--- src/rtl/rx_buf_lock_pkg.sv ---
package rx_buf_lock_pkg;
  localparam int CODE_W = 4;
  localparam logic [CODE_W-1:0] CODE_INACTIVE = 4'b0000;
  localparam logic [CODE_W-1:0] CODE_EMPTY    = 4'b0100;

  // Decide whether a buffer may take the read lock
  function automatic logic may_lock(input logic [CODE_W-1:0] code,
                                    input logic is_tx,
                                    input logic compat);
    logic ok;
    ok = !is_tx && (code != CODE_INACTIVE);
    if (compat && (code == CODE_EMPTY)) ok = 1'b0;
    return ok;
  endfunction
endpackage

--- src/rtl/rx_buf_lock_qual.sv ---
module rx_buf_lock_qual
  import rx_buf_lock_pkg::*;
#(
  parameter int NUM_BUFS = 16
) (
  input  logic [NUM_BUFS*CODE_W-1:0] buf_code,
  input  logic [NUM_BUFS-1:0]        buf_is_tx,
  input  logic                       compat_mode,
  output logic [NUM_BUFS-1:0]        lockable
);
  for (genvar g = 0; g < NUM_BUFS; g++) begin : g_buf
    assign lockable[g] = may_lock(buf_code[g*CODE_W +: CODE_W], buf_is_tx[g], compat_mode);
  end
endmodule

--- src/rtl/rx_buf_lock_reg.sv ---
module rx_buf_lock_reg #(
  parameter int NUM_BUFS = 16,
  localparam int IDX_W = (NUM_BUFS > 1) ? $clog2(NUM_BUFS) : 1
) (
  input  logic                clk,
  input  logic                rst,
  input  logic                rd_vld,
  input  logic                rd_timer,
  input  logic [IDX_W-1:0]    rd_idx,
  input  logic [NUM_BUFS-1:0] lockable,
  output logic                lock_vld,
  output logic [IDX_W-1:0]    lock_idx
);
  logic in_range;
  logic sel_ok;

  assign in_range = ({1'b0, rd_idx} < (IDX_W+1)'(NUM_BUFS));
  assign sel_ok   = in_range && lockable[rd_idx];

  // One index register: at most one buffer is ever locked
  always_ff @(posedge clk) begin
    if (rst) begin
      lock_vld <= 1'b0;
      lock_idx <= '0;
    end else if (rd_vld) begin
      if (rd_timer) begin
        lock_vld <= 1'b0;
      end else begin
        lock_vld <= sel_ok;
        lock_idx <= rd_idx;
      end
    end
  end

  p_lock_set_r1: assert property (@(posedge clk) disable iff (rst)
    (rd_vld && !rd_timer && sel_ok) |=> (lock_vld && lock_idx == $past(rd_idx)));
  p_timer_unlock_r2: assert property (@(posedge clk) disable iff (rst)
    (rd_vld && rd_timer) |=> !lock_vld);
  p_release_r3: assert property (@(posedge clk) disable iff (rst)
    (rd_vld && !rd_timer && !sel_ok) |=> !lock_vld);
  p_lock_steady_r3: assert property (@(posedge clk) disable iff (rst)
    !rd_vld |=> ($stable(lock_vld) && $stable(lock_idx)));
endmodule

--- src/rtl/rx_buf_lock_hold.sv ---
module rx_buf_lock_hold #(
  parameter int IDX_W = 4
) (
  input  logic             clk,
  input  logic             rst,
  input  logic             mv_req,
  input  logic [IDX_W-1:0] mv_idx,
  input  logic             lock_vld,
  input  logic [IDX_W-1:0] lock_idx,
  output logic             hold_busy,
  output logic [IDX_W-1:0] hold_idx,
  output logic             grant,
  output logic [IDX_W-1:0] grant_idx,
  output logic             overrun
);
  logic blocked;
  logic release_now;

  assign blocked     = hold_busy && lock_vld && (lock_idx == hold_idx);
  assign release_now = hold_busy && !blocked;

  always_ff @(posedge clk) begin
    if (rst) begin
      hold_busy <= 1'b0;
      hold_idx  <= '0;
      grant     <= 1'b0;
      grant_idx <= '0;
      overrun   <= 1'b0;
    end else begin
      grant   <= release_now;
      overrun <= mv_req && blocked;
      if (release_now) grant_idx <= hold_idx;
      if (mv_req && !blocked) begin
        hold_busy <= 1'b1;
        hold_idx  <= mv_idx;
      end else if (release_now) begin
        hold_busy <= 1'b0;
      end
    end
  end

  p_blocked_waits_r8: assert property (@(posedge clk) disable iff (rst)
    (hold_busy && lock_vld && lock_idx == hold_idx) |=> (!grant && hold_busy));
  p_grant_unlocked_r9: assert property (@(posedge clk) disable iff (rst)
    grant |-> !($past(lock_vld) && $past(lock_idx) == grant_idx));
  p_overrun_keeps_r10: assert property (@(posedge clk) disable iff (rst)
    overrun |-> (hold_busy && $stable(hold_idx)));
  p_grant_pulse_r7: assert property (@(posedge clk) disable iff (rst)
    (grant && !$past(mv_req)) |-> !hold_busy);
endmodule

--- src/rtl/rx_buf_lock.sv ---
module rx_buf_lock
  import rx_buf_lock_pkg::*;
#(
  parameter int NUM_BUFS = 16,
  localparam int IDX_W = (NUM_BUFS > 1) ? $clog2(NUM_BUFS) : 1
) (
  input  logic                       clk,
  input  logic                       rst,
  input  logic                       cpu_rd_vld,
  input  logic                       cpu_rd_timer,
  input  logic [IDX_W-1:0]           cpu_rd_idx,
  input  logic [NUM_BUFS*CODE_W-1:0] buf_code,
  input  logic [NUM_BUFS-1:0]        buf_is_tx,
  input  logic                       compat_mode,
  input  logic                       mv_req,
  input  logic [IDX_W-1:0]           mv_idx,
  output logic                       lock_vld,
  output logic [IDX_W-1:0]           lock_idx,
  output logic                       mv_grant,
  output logic [IDX_W-1:0]           mv_grant_idx,
  output logic                       hold_busy,
  output logic                       overrun
);
  logic [NUM_BUFS-1:0] lockable;
  logic [IDX_W-1:0]    hold_idx;

  rx_buf_lock_qual #(.NUM_BUFS(NUM_BUFS)) u_qual (
    .buf_code    (buf_code),
    .buf_is_tx   (buf_is_tx),
    .compat_mode (compat_mode),
    .lockable    (lockable)
  );

  rx_buf_lock_reg #(.NUM_BUFS(NUM_BUFS)) u_lock (
    .clk      (clk),
    .rst      (rst),
    .rd_vld   (cpu_rd_vld),
    .rd_timer (cpu_rd_timer),
    .rd_idx   (cpu_rd_idx),
    .lockable (lockable),
    .lock_vld (lock_vld),
    .lock_idx (lock_idx)
  );

  rx_buf_lock_hold #(.IDX_W(IDX_W)) u_hold (
    .clk       (clk),
    .rst       (rst),
    .mv_req    (mv_req),
    .mv_idx    (mv_idx),
    .lock_vld  (lock_vld),
    .lock_idx  (lock_idx),
    .hold_busy (hold_busy),
    .hold_idx  (hold_idx),
    .grant     (mv_grant),
    .grant_idx (mv_grant_idx),
    .overrun   (overrun)
  );

  p_tx_nolock_r4: assert property (@(posedge clk) disable iff (rst)
    (cpu_rd_vld && !cpu_rd_timer && buf_is_tx[cpu_rd_idx]) |=> !lock_vld);
  p_reset_idle_r11: assert property (@(posedge clk)
    rst |=> (!lock_vld && !hold_busy && !mv_grant && !overrun));
endmodule

--- config.mk ---
export PLATFORM = sky130hd
export DESIGN_NAME = rx_buf_lock
export DESIGN_NICKNAME = d
export VERILOG_FILES = /design/src/rtl/rx_buf_lock_pkg.sv /design/src/rtl/rx_buf_lock_qual.sv /design/src/rtl/rx_buf_lock_reg.sv /design/src/rtl/rx_buf_lock_hold.sv /design/src/rtl/rx_buf_lock.sv
export SDC_FILE = /design/constraint.sdc
export NUM_CORES = 1
export LEC_CHECK = 0
export ABC_AREA = 1
export BUFFER_PORTS_ARGS = -buffer_cell sky130_fd_sc_hd__buf_2
export CAP_MARGIN = 20
export CORE_MARGIN = 4
export CORE_UTILIZATION = 25
export CTS_CLUSTER_DIAMETER = 150
export DETAILED_ROUTE_END_ITERATION = 8
export SLEW_MARGIN = 20
export SYNTH_ARGS = -nofsm -noshare
export SYNTH_HDL_FRONTEND = slang
export SYNTH_SLANG_ARGS = --single-unit
--- constraint.sdc ---
create_clock -name clk -period 1.47 [get_ports clk]
set_input_delay 0.0735 -clock clk [delete_from_list [all_inputs] [get_ports clk]]
set_output_delay 0.0735 -clock clk [all_outputs]
set_load 0.01 [all_outputs]
* After elaboration in Yosys (flattened, before gate mapping)
Cells that the tools add are included.
** Word-level totals
- Flip-flop bits (word level) :: 16
- Output and inout port bits :: 12
- Word-level logic and storage cells :: 119
** Cells by class
- Order comparisons :: 1
- Equal/unequal tests :: 17
- Muxes and demuxes :: 21
- Bitwise logic cells :: 1
- Reduce and logical (&&, ||, !) cells :: 72
** Operator list (count)
- 4-bit by 3-bit equality test with 1-bit output, second input constant :: 16
- 4-bit nonzero test :: 16
- 1-bit logical AND :: 37
- 1-bit two-way mux :: 20
- 1-bit logical NOT :: 17
- 4-bit by 5-bit less-than comparator with 1-bit output, second input constant :: 1
- 1-bit binary-select mux with 4-bit select :: 1
- 4-bit equality test :: 1
- 2-bit AND reduction :: 1
- 2-bit nonzero test :: 1
- 1-bit NOT :: 1

* Longest topological paths before layout
Gate-level depths: netlist of run 1.
- Depth after elaboration :: 6
- Depth in mapped cells :: 10
- Gate-level depth less buffers :: 9

* By module
Synthesis of run 1 repeated with hierarchy kept, for this count alone.
** Second synthesis, totals
- Cell total of the unflattened synthesis :: 260
- Area, all modules :: 1476.4 um^2
** Modules (own cells, without submodules)
- rx_buf_lock_hold :: instances 1, cells each 77, area each 595.6 um^2, seq. area each 220.2 um^2
- rx_buf_lock_qual :: instances 1, cells each 114, area each 466.7 um^2, seq. area each 0.0 um^2
- rx_buf_lock_reg :: instances 1, cells each 69, area each 414.1 um^2, seq. area each 100.1 um^2

* Least setup slack after synthesis of run 1
Ideal clock, no wire load.
- Path kind :: register to register
- From :: register u_hold.hold_busy
- To :: register u_hold.grant_idx[0]
- Arrival time :: 1.168 ns
- Data required time :: 1.399 ns
- Slack :: 0.232 ns
- Stages on the path, launching flop included :: 7
- Path buffers :: 0
- Period minus slack after synthesis :: 1.238 ns
- Cell sequence :: dfxtp_1 -> nand2_1 -> nor2_1 -> nand4_4 -> nand2_2 -> nand2_1 -> a21oi_1
** On the way
- Longest elaborated chain between the ends :: 4
** Ends and longest elaborated chain
- start, declared :: line rx_buf_lock_hold.sv:10 : output logic hold_busy,
- start signal, assigned :: line rx_buf_lock_hold.sv:24 : hold_busy <= 1'b0;
- start signal, assigned :: line rx_buf_lock_hold.sv:34 : hold_busy <= 1'b1;
- start signal, assigned :: line rx_buf_lock_hold.sv:37 : hold_busy <= 1'b0;
- 1-bit logical AND (2 in a row) :: line rx_buf_lock_hold.sv:19 : assign blocked = hold_busy && lock_vld && (lock_idx == hold_idx);
- 1-bit logical NOT :: line rx_buf_lock_hold.sv:20 : assign release_now = hold_busy && !blocked;
- 1-bit logical AND (*) :: line rx_buf_lock_hold.sv:20
- end signal, assigned :: line rx_buf_lock_hold.sv:32 : if (release_now) grant_idx <= hold_idx;
- end, declared :: line rx_buf_lock_hold.sv:13 : output logic [IDX_W-1:0] grant_idx,
Mark *: on every way between the ends. The rest lies on a longest branch, timed or not.
A chain may end at the register's enable or synchronous reset.

* Final worst setup path of run 1
- From :: register u_hold.hold_idx[0]
- To :: register u_hold.grant_idx[2]
** On the way
- Longest elaborated chain between the ends :: 4
** Ends and longest elaborated chain
- start, declared :: line rx_buf_lock_hold.sv:11 : output logic [IDX_W-1:0] hold_idx,
- start signal, assigned :: line rx_buf_lock_hold.sv:35 : hold_idx <= mv_idx;
- 4-bit equality test :: line rx_buf_lock_hold.sv:19
- 1-bit logical AND :: line rx_buf_lock_hold.sv:19
- 1-bit logical NOT :: line rx_buf_lock_hold.sv:20
- 1-bit logical AND :: line rx_buf_lock_hold.sv:20
Every way passes these cells.

==> results of run 1 <==
-- final timing paths --
| path | from | to | cells after the start |
|---|---|---|---|
| max | u_hold.hold_idx[0] | u_hold.grant_idx[2] | 8 |
| min | mv_idx[2] | u_hold.hold_idx[2] | 3 |
| min reg2reg | u_hold.grant_idx[0] | u_hold.grant_idx[0] | 2 |
| max reg2reg | u_hold.hold_idx[0] | u_hold.grant_idx[2] | 8 |
-- synthesized netlist by cell type --
| cell type | instances | area share |
|---|---|---|
| o21ai_1 | 3 | 0.014 |
| inv_1 | 13 | 0.046 |
| nand2_4 | 1 | 0.011 |
| buf_2 | 1 | 0.0047 |
| nand2_2 | 1 | 0.0059 |
| nand3b_1 | 10 | 0.071 |
| nor3_1 | 6 | 0.029 |
| buf_4 | 1 | 0.0071 |
| nand2_1 | 45 | 0.16 |
| xnor2_1 | 1 | 0.0083 |
| nor2_1 | 31 | 0.11 |
| nand3_1 | 21 | 0.10 |
| o22ai_1 | 1 | 0.0059 |
| clkbuf_1 | 1 | 0.0036 |
| dfxtp_1 | 16 | 0.30 |
| nand4_4 | 1 | 0.020 |
| o21ai_0 | 5 | 0.024 |
| inv_2 | 1 | 0.0036 |
| a21oi_1 | 15 | 0.071 |
-- flip-flops by register name (all words and copies together) (netlist names) --
register	cells
u_hold.grant_idx	4
u_hold.hold_idx	4
u_lock.lock_idx	4
u_hold.grant	1
u_hold.hold_busy	1
u_hold.overrun	1
u_lock.lock_vld	1
-- layer usage --
metal / track usage / wire (um)
met1: 0.1609 / 1513
met2: 0.2555 / 1922
met3: 0.02204 / 286
met4: 0.03689 / 31
met5: 0 / 0
-- area by class of cell --
cell class,count,area (sq um)
Multi-Input combinational cell,141,664.4
Tap cell,50,62.56
Clock buffer,4,55.05
Timing Repair Buffer,108,548.0
Fill cell,431,2326
Inverter,14,52.55
Sequential cell,16,320.3
-- per-stage QoR --
stage | hold WS (ps) | worst slack (ps)
after CTS | 82.03 | 141.6
after detailed placement | 342.7 | 151.5
after floorplan | 216.2 | 231.9
final | 86.97 | 117.9
after global placement | 339.5 | 191.7
after global routing | 106.9 | 7.316
-- kinds of logic (layout without fill, tap and decap cells) --
kind of cell | count (synthesis) | in the layout
compound gates | 24 | 24
flops | 16 | 16
buf+inv | 17 | 126
simple gates | 116 | 116
xor+xnor | 1 | 1
-- where the power goes --
group / leakage (nW) / switching, W / total, W / internal [W]
sequential: 0.131 / 0.0000155 / 0.000471 / 0.000456
combinational: 0.738 / 0.000143 / 0.000303 / 0.000160
clock: 0.0288 / 0.000147 / 0.000384 / 0.000237
total: 0.899 / 0.000305 / 0.00116 / 0.000853
-- worst register-to-register path: cells and delay by family, from the launching register on --
kind	cells	cell delay, ps
buffers and inverters	2	250
flip-flops	1	330
AO/OA/AOI/OAI	3	340
AND/OR/NAND/NOR	3	320
==> impl_metrics.py, run 1 <==
metrics = {
    "status": {
        "outcome": "finished clean",
    },
    "power_and_ir_drop": {
        "power_w": 0.001159,
        "ir_worst_vdd_v": 0.0002715,
        "p_leak_nw": 0.8985,
        "p_per_area_nw_per_um2": 680.5,
    },
    "clocking": {
        "cts_tree": "built",
        "cts.sinks": 16,
        "htreeDepth": 1,
        "post_cts_resized": 0,
        "clockRootBuffer": "clkbuf_8",
        "numCtsBuffers": 3,
        "postCtsHoldBufs": 0,
        "clk_latency_ps": 250,
        "post-cts-setup-buffer-count": 0,
        "cts_max_path_buffers": 2,
        "clk_pin_slew_ps": 60,
    },
    "timing": {
        "maxSlewHeadroom": 0.6797,
        "hold_violations": 0,
        "drv_slew": 0,
        "tightestPinTransition_ps": 478.7,
        "clock_skew_ps": 4.589,
        "final.setup.tns_ps": 0,
        "rsz0062_at_grt": "no",
        "fmax_mhz": 739.6,
        "post-route-min-period_ps": 1352,
        "fin_crit_sh": 0.9198,
        "setup_viol": 0,
    },
    "worst_setup_path": {
        "cp.arrival_ps": 1490,
        "crit_fanout": 8,
        "timing.critical_path.mode_cell": "a21oi_1",
        "cp-end-kind": "flip-flop",
        "startpoint_type": "flip-flop",
        "crit_buf_inv": 2,
        "crit_slowest_cell": "dfxtp_1",
        "crit_chain": "inv_1, nand2_1, o21ai_0, a21oi_1, nand4_4, buf_4, nand3_1, a21oi_1",
        "reg2reg_slack_ps": 120,
        "slowest_delay_ps": 330,
        "critical-path-top-delay-family": "compound AO/OA/AOI/OAI gates",
        "critical_path_class": "flip-flop to flip-flop",
        "critical_path_required_ps": 1610,
    },
    "drt": {
        "via_per_inst": 4.315,
        "drc": 0,
        "dr.pass1.iters": 4,
        "routed_wl_um": 3754,
        "ant_nets": 0,
        "wl_per_cell_um": 11.27,
        "routed-via-count": 1437,
        "drtIter0Drc": 39,
    },
    "synth": {
        "synth_compound_area_frac": 0.1152,
        "synth_top_family_by_area": "simple AND/OR/NAND/NOR gates",
        "synthAdderAreaFrac": 0,
        "synth_mux_area_frac": 0,
        "ys_ff_latch": 16,
        "syn_inst": 174,
        "synth_warnings": 0,
        "seq_area_frac_synth": 0.3040,
        "netlist_area_sq_um": 1054,
        "yosysUniqueCellTypes": 19,
        "yosys.area_share.simple": 0.5071,
        "synthXorXnorAreaFrac": 0.008314,
        "syn_nets": 268,
        "postSynthAreaPerCell_sq_um": 6.055,
    },
    "cells_and_area": {
        "area_growth_pct": 61.64,
        "post-route-util": 0.4227,
        "fin_nets": 378,
        "layout_commonest_cell": "buf_2",
        "fin_area_sq_um": 1703,
        "fin_cells": 333,
        "final_layout_size_suffix_gt1_frac": 0.4099,
        "final_cell_mix": "buf_2 (105), nand2_1 (45), nor2_1 (31)",
        "antenna_cells": 0,
    },
    "floorplanning": {
        "start_util": 0.2615,
        "fp.dieW_um": 72.92,
        "core_sq_um": 4029,
        "die_height_um": 72.92,
        "io_pins": 106,
        "fp.dieArea_sq_um": 5317,
        "rows": 23,
    },
    "placed_design": {
        "dp.cells": 328,
        "placed_area_sq_um": 1640,
        "io_buffers": 105,
        "hpwl_um": 3262,
        "place.gp.congestion": 0.7593,
    },
    "global_route": {
        "grtUsageTotal": 0.1373,
        "grt_overflow": 0,
        "grt_pass1_vias": 1376,
        "grt_max_degree": 17,
        "grt_pass1_wl_um": 5865,
        "antenna_found_initial": 0,
    },
    "flow_run": {
        "cap_violations": 0,
    },
    "min_path": {
        "hp-class": "primary input to flip-flop",
    },
}
No activity file was read; power rests on OpenSTA's default activity.
==> run 2, diff against run 1 <==
Settings changed: ABC_AREA 1 to not set.
==> run 2 against run 1 <==
Net effect: the flow now finishes with violations (negative setup slack); maximum frequency shrank 19%; register-to-register slack lost 320 ps; hold slack lost 13 ps; critical path depth shrank 2; setup slack lost 320 ps; via count shrank 4.9%; final cell count shrank 12%; clock skew shrank 2.2 ps; combinational power grew 6.9%; die area shrank 0.74%; largest power group unchanged; sequential cell count is the same; count of clock-buffer cells in the layout shrank 1.
==> impl_metrics.py, run 2 <==
metrics = {
    "clocking": {
        "clk_pin_slew_ps": 60,
        "clk_latency_ps": 240,
        "cts.sinks": 16,
        "htreeDepth": 1,
        "cts_tree": "built",
        "postCtsHoldBufs": 0,
        "numCtsBuffers": 3,
        "clockRootBuffer": "clkbuf_8",
        "cts_max_path_buffers": 2,
    },
    "drt": {
        "highest_layer": "met4",
        "dr_wl_met3_um": 322,
        "routed_wl_um": 3675,
        "drc": 0,
        "drtIter0Drc": 17,
        "routed-via-count": 1367,
        "met1_length_um": 1427,
        "ant_nets": 0,
        "wl_per_cell_um": 12.54,
        "wl_met2_um": 1901,
        "via_per_inst": 4.666,
        "dr.pass1.iters": 4,
    },
    "cells_and_area": {
        "area_growth_pct": 70.54,
        "largestRegisters": "u_hold.grant_idx (4), u_hold.hold_idx (4), u_lock.lock_idx (4)",
        "fin_nets": 339,
        "final_layout_size_suffix_gt1_frac": 0.5432,
        "final_cell_mix": "buf_2 (105), nor2_1 (20), buf_4 (14)",
        "multi_input_area_sq_um": 689.4,
        "fill_cells": 429,
        "layout_commonest_cell": "buf_2",
        "seq_area_sq_um": 324.1,
        "antenna_cells": 0,
    },
    "synth": {
        "synth.top_cells.by_area": "dfxtp_1 (31%), mux2i_1 (11%), nor2_1 (7.2%), nand2b_1 (6.0%), a2111o_1 (4.3%)",
        "seq_area_frac_synth": 0.3066,
        "synth_top_family_by_area": "compound AO/OA/AOI/OAI gates",
        "netlist.area_leader.share": 0.3066,
        "synth-edff-count": 0,
        "netlist_area_sq_um": 1045,
        "synth_most_common_cell": "nor2_1",
        "syn_nets": 219,
        "yosys.area_share.simple": 0.2515,
        "synthFlopType": "dfxtp_1",
        "async_flop_share": 0,
        "synth_top_area_cell": "dfxtp_1",
        "synthAdderAreaFrac": 0,
        "ys_ff_latch": 16,
        "synth_commonest_cells": "nor2_1 (20), dfxtp_1 (16), mux2i_1 (11)",
        "yosysUniqueCellTypes": 32,
        "synth_warnings": 0,
        "syn_inst": 125,
        "synth_compound_area_frac": 0.2874,
        "postSynthAreaPerCell_sq_um": 8.358,
        "synthXorXnorAreaFrac": 0.008383,
        "synth_mux_area_frac": 0.1054,
    },
    "global_route": {
        "grtUsageTotal": 0.1282,
        "antenna_found_initial": 0,
        "grt_pass1_wl_um": 5568,
        "grt_pass1_vias": 1369,
        "grt_overflow": 0,
        "grt_max_degree": 17,
    },
    "timing": {
        "final.setup.worst_slack_ps": -203.7,
        "clock_skew_ps": 2.426,
        "drv_slew": 0,
        "fmax_mhz": 597.5,
        "setup_viol": 11,
        "tightestPinTransition_ps": 550.4,
        "fin_crit_sh": 1.139,
        "post-route-min-period_ps": 1674,
        "hold_violations": 0,
        "maxSlewHeadroom": 0.6331,
        "rsz0062_at_grt": "yes",
    },
    "placed_design": {
        "hpwl_um": 3190,
        "place.gp.congestion": 0.7088,
        "io_buffers": 105,
        "dp_slack_ps": -200.4,
    },
    "power_and_ir_drop": {
        "ir_worst_vdd_v": 0.0004365,
        "p_per_area_nw_per_um2": 623.7,
        "power_w": 0.001111,
        "p_leak_nw": 0.9089,
    },
    "worst_setup_path": {
        "critical_path_required_ps": 1600,
        "critical_path_class": "flip-flop to flip-flop",
        "startpoint_type": "flip-flop",
        "cp.arrival_ps": 1800,
        "crit_fanout": 3,
        "cp-end-kind": "flip-flop",
    },
    "status": {
        "violations": "negative setup slack",
        "outcome": "finished with violations",
    },
    "floorplanning": {
        "die_height_um": 72.65,
        "io_pins": 106,
        "rows": 23,
        "fp.dieW_um": 72.65,
        "core_sq_um": 4029,
        "start_util": 0.2593,
        "fp.dieArea_sq_um": 5277,
    },
    "flow_run": {
        "cap_violations": 0,
    },
    "min_path": {
        "hp-class": "primary input to flip-flop",
    },
}
-- run 2: changes by cell type after synthesis, moves of 6 or more --
cell	change
nand2_1	-42
nand3_1	-21
mux2i_1	+11
nor2_1	-11
nand2b_1	+10
nand3b_1	-10
a21oi_1	-7
inv_1	-7
nor2b_1	+6
-- run 2: timing repair --
action | CTS | global route
setup endpoints to repair | 11 | 11
buffers inserted | 2 | 0
resized for setup | 2 | 2
pin swaps | 2 | 2
endpoints found under the hold margin | 0 | 0
-- run 2: power by group --
group          switching (W)  internal (W)  total, W
registers          0.0000116      0.000454  0.000466
clock network       0.000140      0.000181  0.000321
logic               0.000139      0.000185  0.000324
total               0.000291      0.000820   0.00111
-- run 2: critical path, cell delays in order, from the launching register on --
cell and delay, ps:
dfxtp_2 320, nor2b_4 110, a2111o_1 470, o31ai_4 280, buf_4 160, mux2i_1 170, nor2_1 60
-- run 2: final timing paths --
check,start,end,slack [ps],cells past startpoint
hold reg to reg,u_hold.grant_idx[2],u_hold.grant_idx[2],490,2
hold / removal,mv_idx[3],u_hold.hold_idx[3],70,3
setup reg to reg,u_lock.lock_idx[0],u_hold.grant_idx[0],-200,6
setup / recovery,u_lock.lock_idx[0],u_hold.grant_idx[0],-200,6
-- run 2: layout make-up --
cell class / count / area share
Clock buffer: 3 / 0.02317
Tap cell: 50 / 0.03511
Sequential cell: 16 / 0.1819
Multi-Input combinational cell: 98 / 0.3869
Timing Repair Buffer: 120 / 0.3603
Inverter: 6 / 0.01264
-- run 2: metal layers --
| metal | track usage | vias to the layer above |
|---|---|---|
| met5 | 0 | - |
| met4 | 0.04098 | 0 |
| met3 | 0.02479 | 4 |
| met2 | 0.2385 | 49 |
| met1 | 0.1450 | 614 |
| li1 | - | 700 |
-- run 2: logic make-up after synthesis --
| kind of cell | after synthesis |
|---|---|
| XOR/XNOR | 1 |
| buffers and inverters | 11 |
| AND/OR/NAND/NOR | 52 |
| flip-flops | 16 |
| multiplexers | 11 |
| AO/OA/AOI/OAI | 34 |
-- run 2: stage by stage --
step	setup TNS [ps]	cell area (sq um)	hold WS (ps)	std cells	util
2_1_floorplan	-1124	1046	212.1	125	-
3_3_place_gp	-1382	1712	310.1	288	0.4248
3_5_place_dp	-1642	1712	318.9	288	0.4248
4_1_cts	-1690	1773	62.06	293	0.4401
5_1_grt	-2537	1782	86.32	293	0.4422
6_report	-1601	1782	73.48	293	0.4422
==> run 3, diff against run 2 <==
Clock period 1.47 ns to 1.6 ns, I/O delays scaled along.
==> run 3 against run 2 <==
Net effect: the flow still finishes with violations (negative setup slack); wire length fell by 3.3%; first-iteration DRC count fell by 47%; final cell count fell by 1.4%; total power fell by 8.5%; critical path depth fell by 1; clock power fell by 6%; sequential share of layout area rose by 0.29 points; design area fell by 2.0%; global-route usage fell by 0.86 points; core utilization fell by 0.87 points; critical path type unchanged.
==> impl_metrics.py, run 3 (synthesized netlist as in run 2, its figures left out) <==
metrics = {
    "timing": {
        "final.setup.tns_ps": -616.0,
        "fin_crit_sh": 1.057,
        "fmax_mhz": 591.4,
        "post-route-min-period_ps": 1691,
        "clock_skew_ps": 2.580,
        "setup_viol": 10,
        "tightestPinTransition_ps": 507.2,
        "drv_slew": 0,
        "rsz0062_at_grt": "yes",
        "hold_violations": 0,
        "final.setup.worst_slack_ps": -91.01,
        "maxSlewHeadroom": 0.6619,
    },
    "cells_and_area": {
        "final_layout_size_suffix_gt1_frac": 0.5272,
        "area_growth_pct": 67.19,
        "seq_area_sq_um": 322.8,
        "fin_area_sq_um": 1747,
        "layout_commonest_cell": "buf_2",
        "multi_input_area_sq_um": 681.9,
        "antenna_cells": 0,
        "final_cell_mix": "buf_2 (105), nor2_1 (20), dfxtp_1 (14)",
        "largestRegisters": "u_hold.grant_idx (4), u_hold.hold_idx (4), u_lock.lock_idx (4)",
        "fin_nets": 335,
        "fill_cells": 440,
    },
    "drt": {
        "via_per_inst": 4.557,
        "wl_per_cell_um": 12.29,
        "routed_wl_um": 3553,
        "drc": 0,
        "routed-via-count": 1317,
        "dr.pass1.iters": 4,
        "ant_nets": 0,
        "drtIter0Drc": 9,
    },
    "floorplanning": {
        "fp.dieW_um": 72.65,
        "core_sq_um": 4029,
        "rows": 23,
        "fp.dieArea_sq_um": 5277,
        "start_util": 0.2593,
        "die_height_um": 72.65,
        "io_pins": 106,
    },
    "clocking": {
        "clockRootBuffer": "clkbuf_8",
        "clk_latency_ps": 250,
        "cts_tree": "built",
        "cts_max_path_buffers": 2,
        "cts.sinks": 16,
        "numCtsBuffers": 3,
        "postCtsHoldBufs": 0,
        "clk_pin_slew_ps": 60,
        "htreeDepth": 1,
    },
    "min_path": {
        "hp-class": "primary input to flip-flop",
        "min_path_cells": 3,
    },
    "flow_run": {
        "cap_violations": 0,
    },
    "power_and_ir_drop": {
        "p_per_area_nw_per_um2": 582.2,
        "power.switching_w": 0.0002695,
        "intPower_w": 0.0007474,
        "pwr-share-comb": 0.283,
        "swShare": 0.2650,
        "seqPwrFrac": 0.420,
        "pwr-share-clk": 0.298,
        "p_leak_nw": 0.8897,
        "ir_worst_vdd_v": 0.0003288,
        "power_w": 0.001017,
    },
    "worst_setup_path": {
        "cp-end-kind": "flip-flop",
        "crit_chain": "and2b_1, a2111o_1, o31ai_4, mux2i_1, nor2_1",
        "critPathLaunch": "u_hold.hold_idx[1]",
        "critical_path_class": "flip-flop to flip-flop",
        "r2r_cells": 5,
        "slowest_delay_ps": 440,
        "cp.arrival_ps": 1820,
        "reg2reg_to": "u_hold.hold_idx[0]",
        "critical_path_required_ps": 1730,
        "crit_slowest_cell": "a2111o_1",
        "crit_fanout": 4,
        "r2r-start": "u_hold.hold_idx[1]",
        "startpoint_type": "flip-flop",
        "cp-endpoint": "u_hold.hold_idx[0]",
        "reg2reg_slack_ps": -90,
    },
    "placed_design": {
        "dp_slack_ps": -81.34,
        "hpwl_um": 3078,
        "place.gp.congestion": 0.6686,
        "placed_area_sq_um": 1682,
        "io_buffers": 105,
    },
    "global_route": {
        "grt_pass1_wl_um": 5188,
        "antenna_found_initial": 0,
        "grt_overflow": 0,
        "grt_pass1_vias": 1266,
        "grt_max_degree": 17,
        "grtUsageTotal": 0.1196,
    },
    "status": {
        "violations": "negative setup slack",
        "outcome": "finished with violations",
    },
}
[run 3: repair_timing]
action                                  4_1_cts  5_1_grt
gates resized for setup                       0        3
cloned                                        0        0
endpoints found under the hold margin         0        0
buffers inserted                              2        0
endpoints found under the setup margin        8       10
pin swaps                                     1        6
[run 3: layout make-up]
class / count / area share
clock buffers: 3 / 0.02364
inverters: 6 / 0.01289
multi-input cells: 98 / 0.3904
flip-flops and latches: 16 / 0.1848
well taps: 50 / 0.03582
repair buffers: 116 / 0.3524
[run 3: worst min-delay path by stage]
stage,startpoint,slack (ps),endpoint
finish,mv_idx[1],80,u_hold.hold_idx[1]
floorplan,cpu_rd_idx[2],220,u_lock.lock_idx[2]
CTS,mv_idx[2],70,u_hold.hold_idx[2]
global route,mv_idx[1],100,u_hold.hold_idx[1]
detailed placement,mv_idx[1],330,u_hold.hold_idx[1]
global placement,mv_idx[2],320,u_hold.hold_idx[2]
[run 3: critical path: cells and delay by family, from the launching register on]
family	cells	cell delay, ps
multiplexers	1	230
AND/OR/NAND/NOR	2	240
flip-flops	1	330
AO/OA/AOI/OAI	2	780
[run 3: through the flow]
step / hold WS (ps) / instances / utilization
floorplan: 218.6 / 125 / -
finish: 80.82 / 289 / 0.4335
detailed placement: 328.2 / 284 / 0.4174
global route: 104.5 / 289 / 0.4335
global placement: 316.7 / 284 / 0.4174
CTS: 69.55 / 289 / 0.4314
[run 3: power by group through the flow]
stage | sequential, W | combinational (W) | clock (W)
6_report | 0.000427 | 0.000287 | 0.000303
5_1_grt | 0.000429 | 0.000321 | 0.000324
4_1_cts | 0.000427 | 0.000291 | 0.000309
3_5_place_dp | 0.000436 | 0.000286 | 0
3_3_place_gp | 0.000435 | 0.000283 | 0
2_1_floorplan | 0.000443 | 0.000113 | 0
[run 3: layer usage]
layer	vias up	routed length, um	GRT usage
met5	-	0	0
met4	0	12	0.03484
met3	2	359	0.02893
met2	47	1825	0.2184
met1	572	1355	0.1366
li1	696	-	-
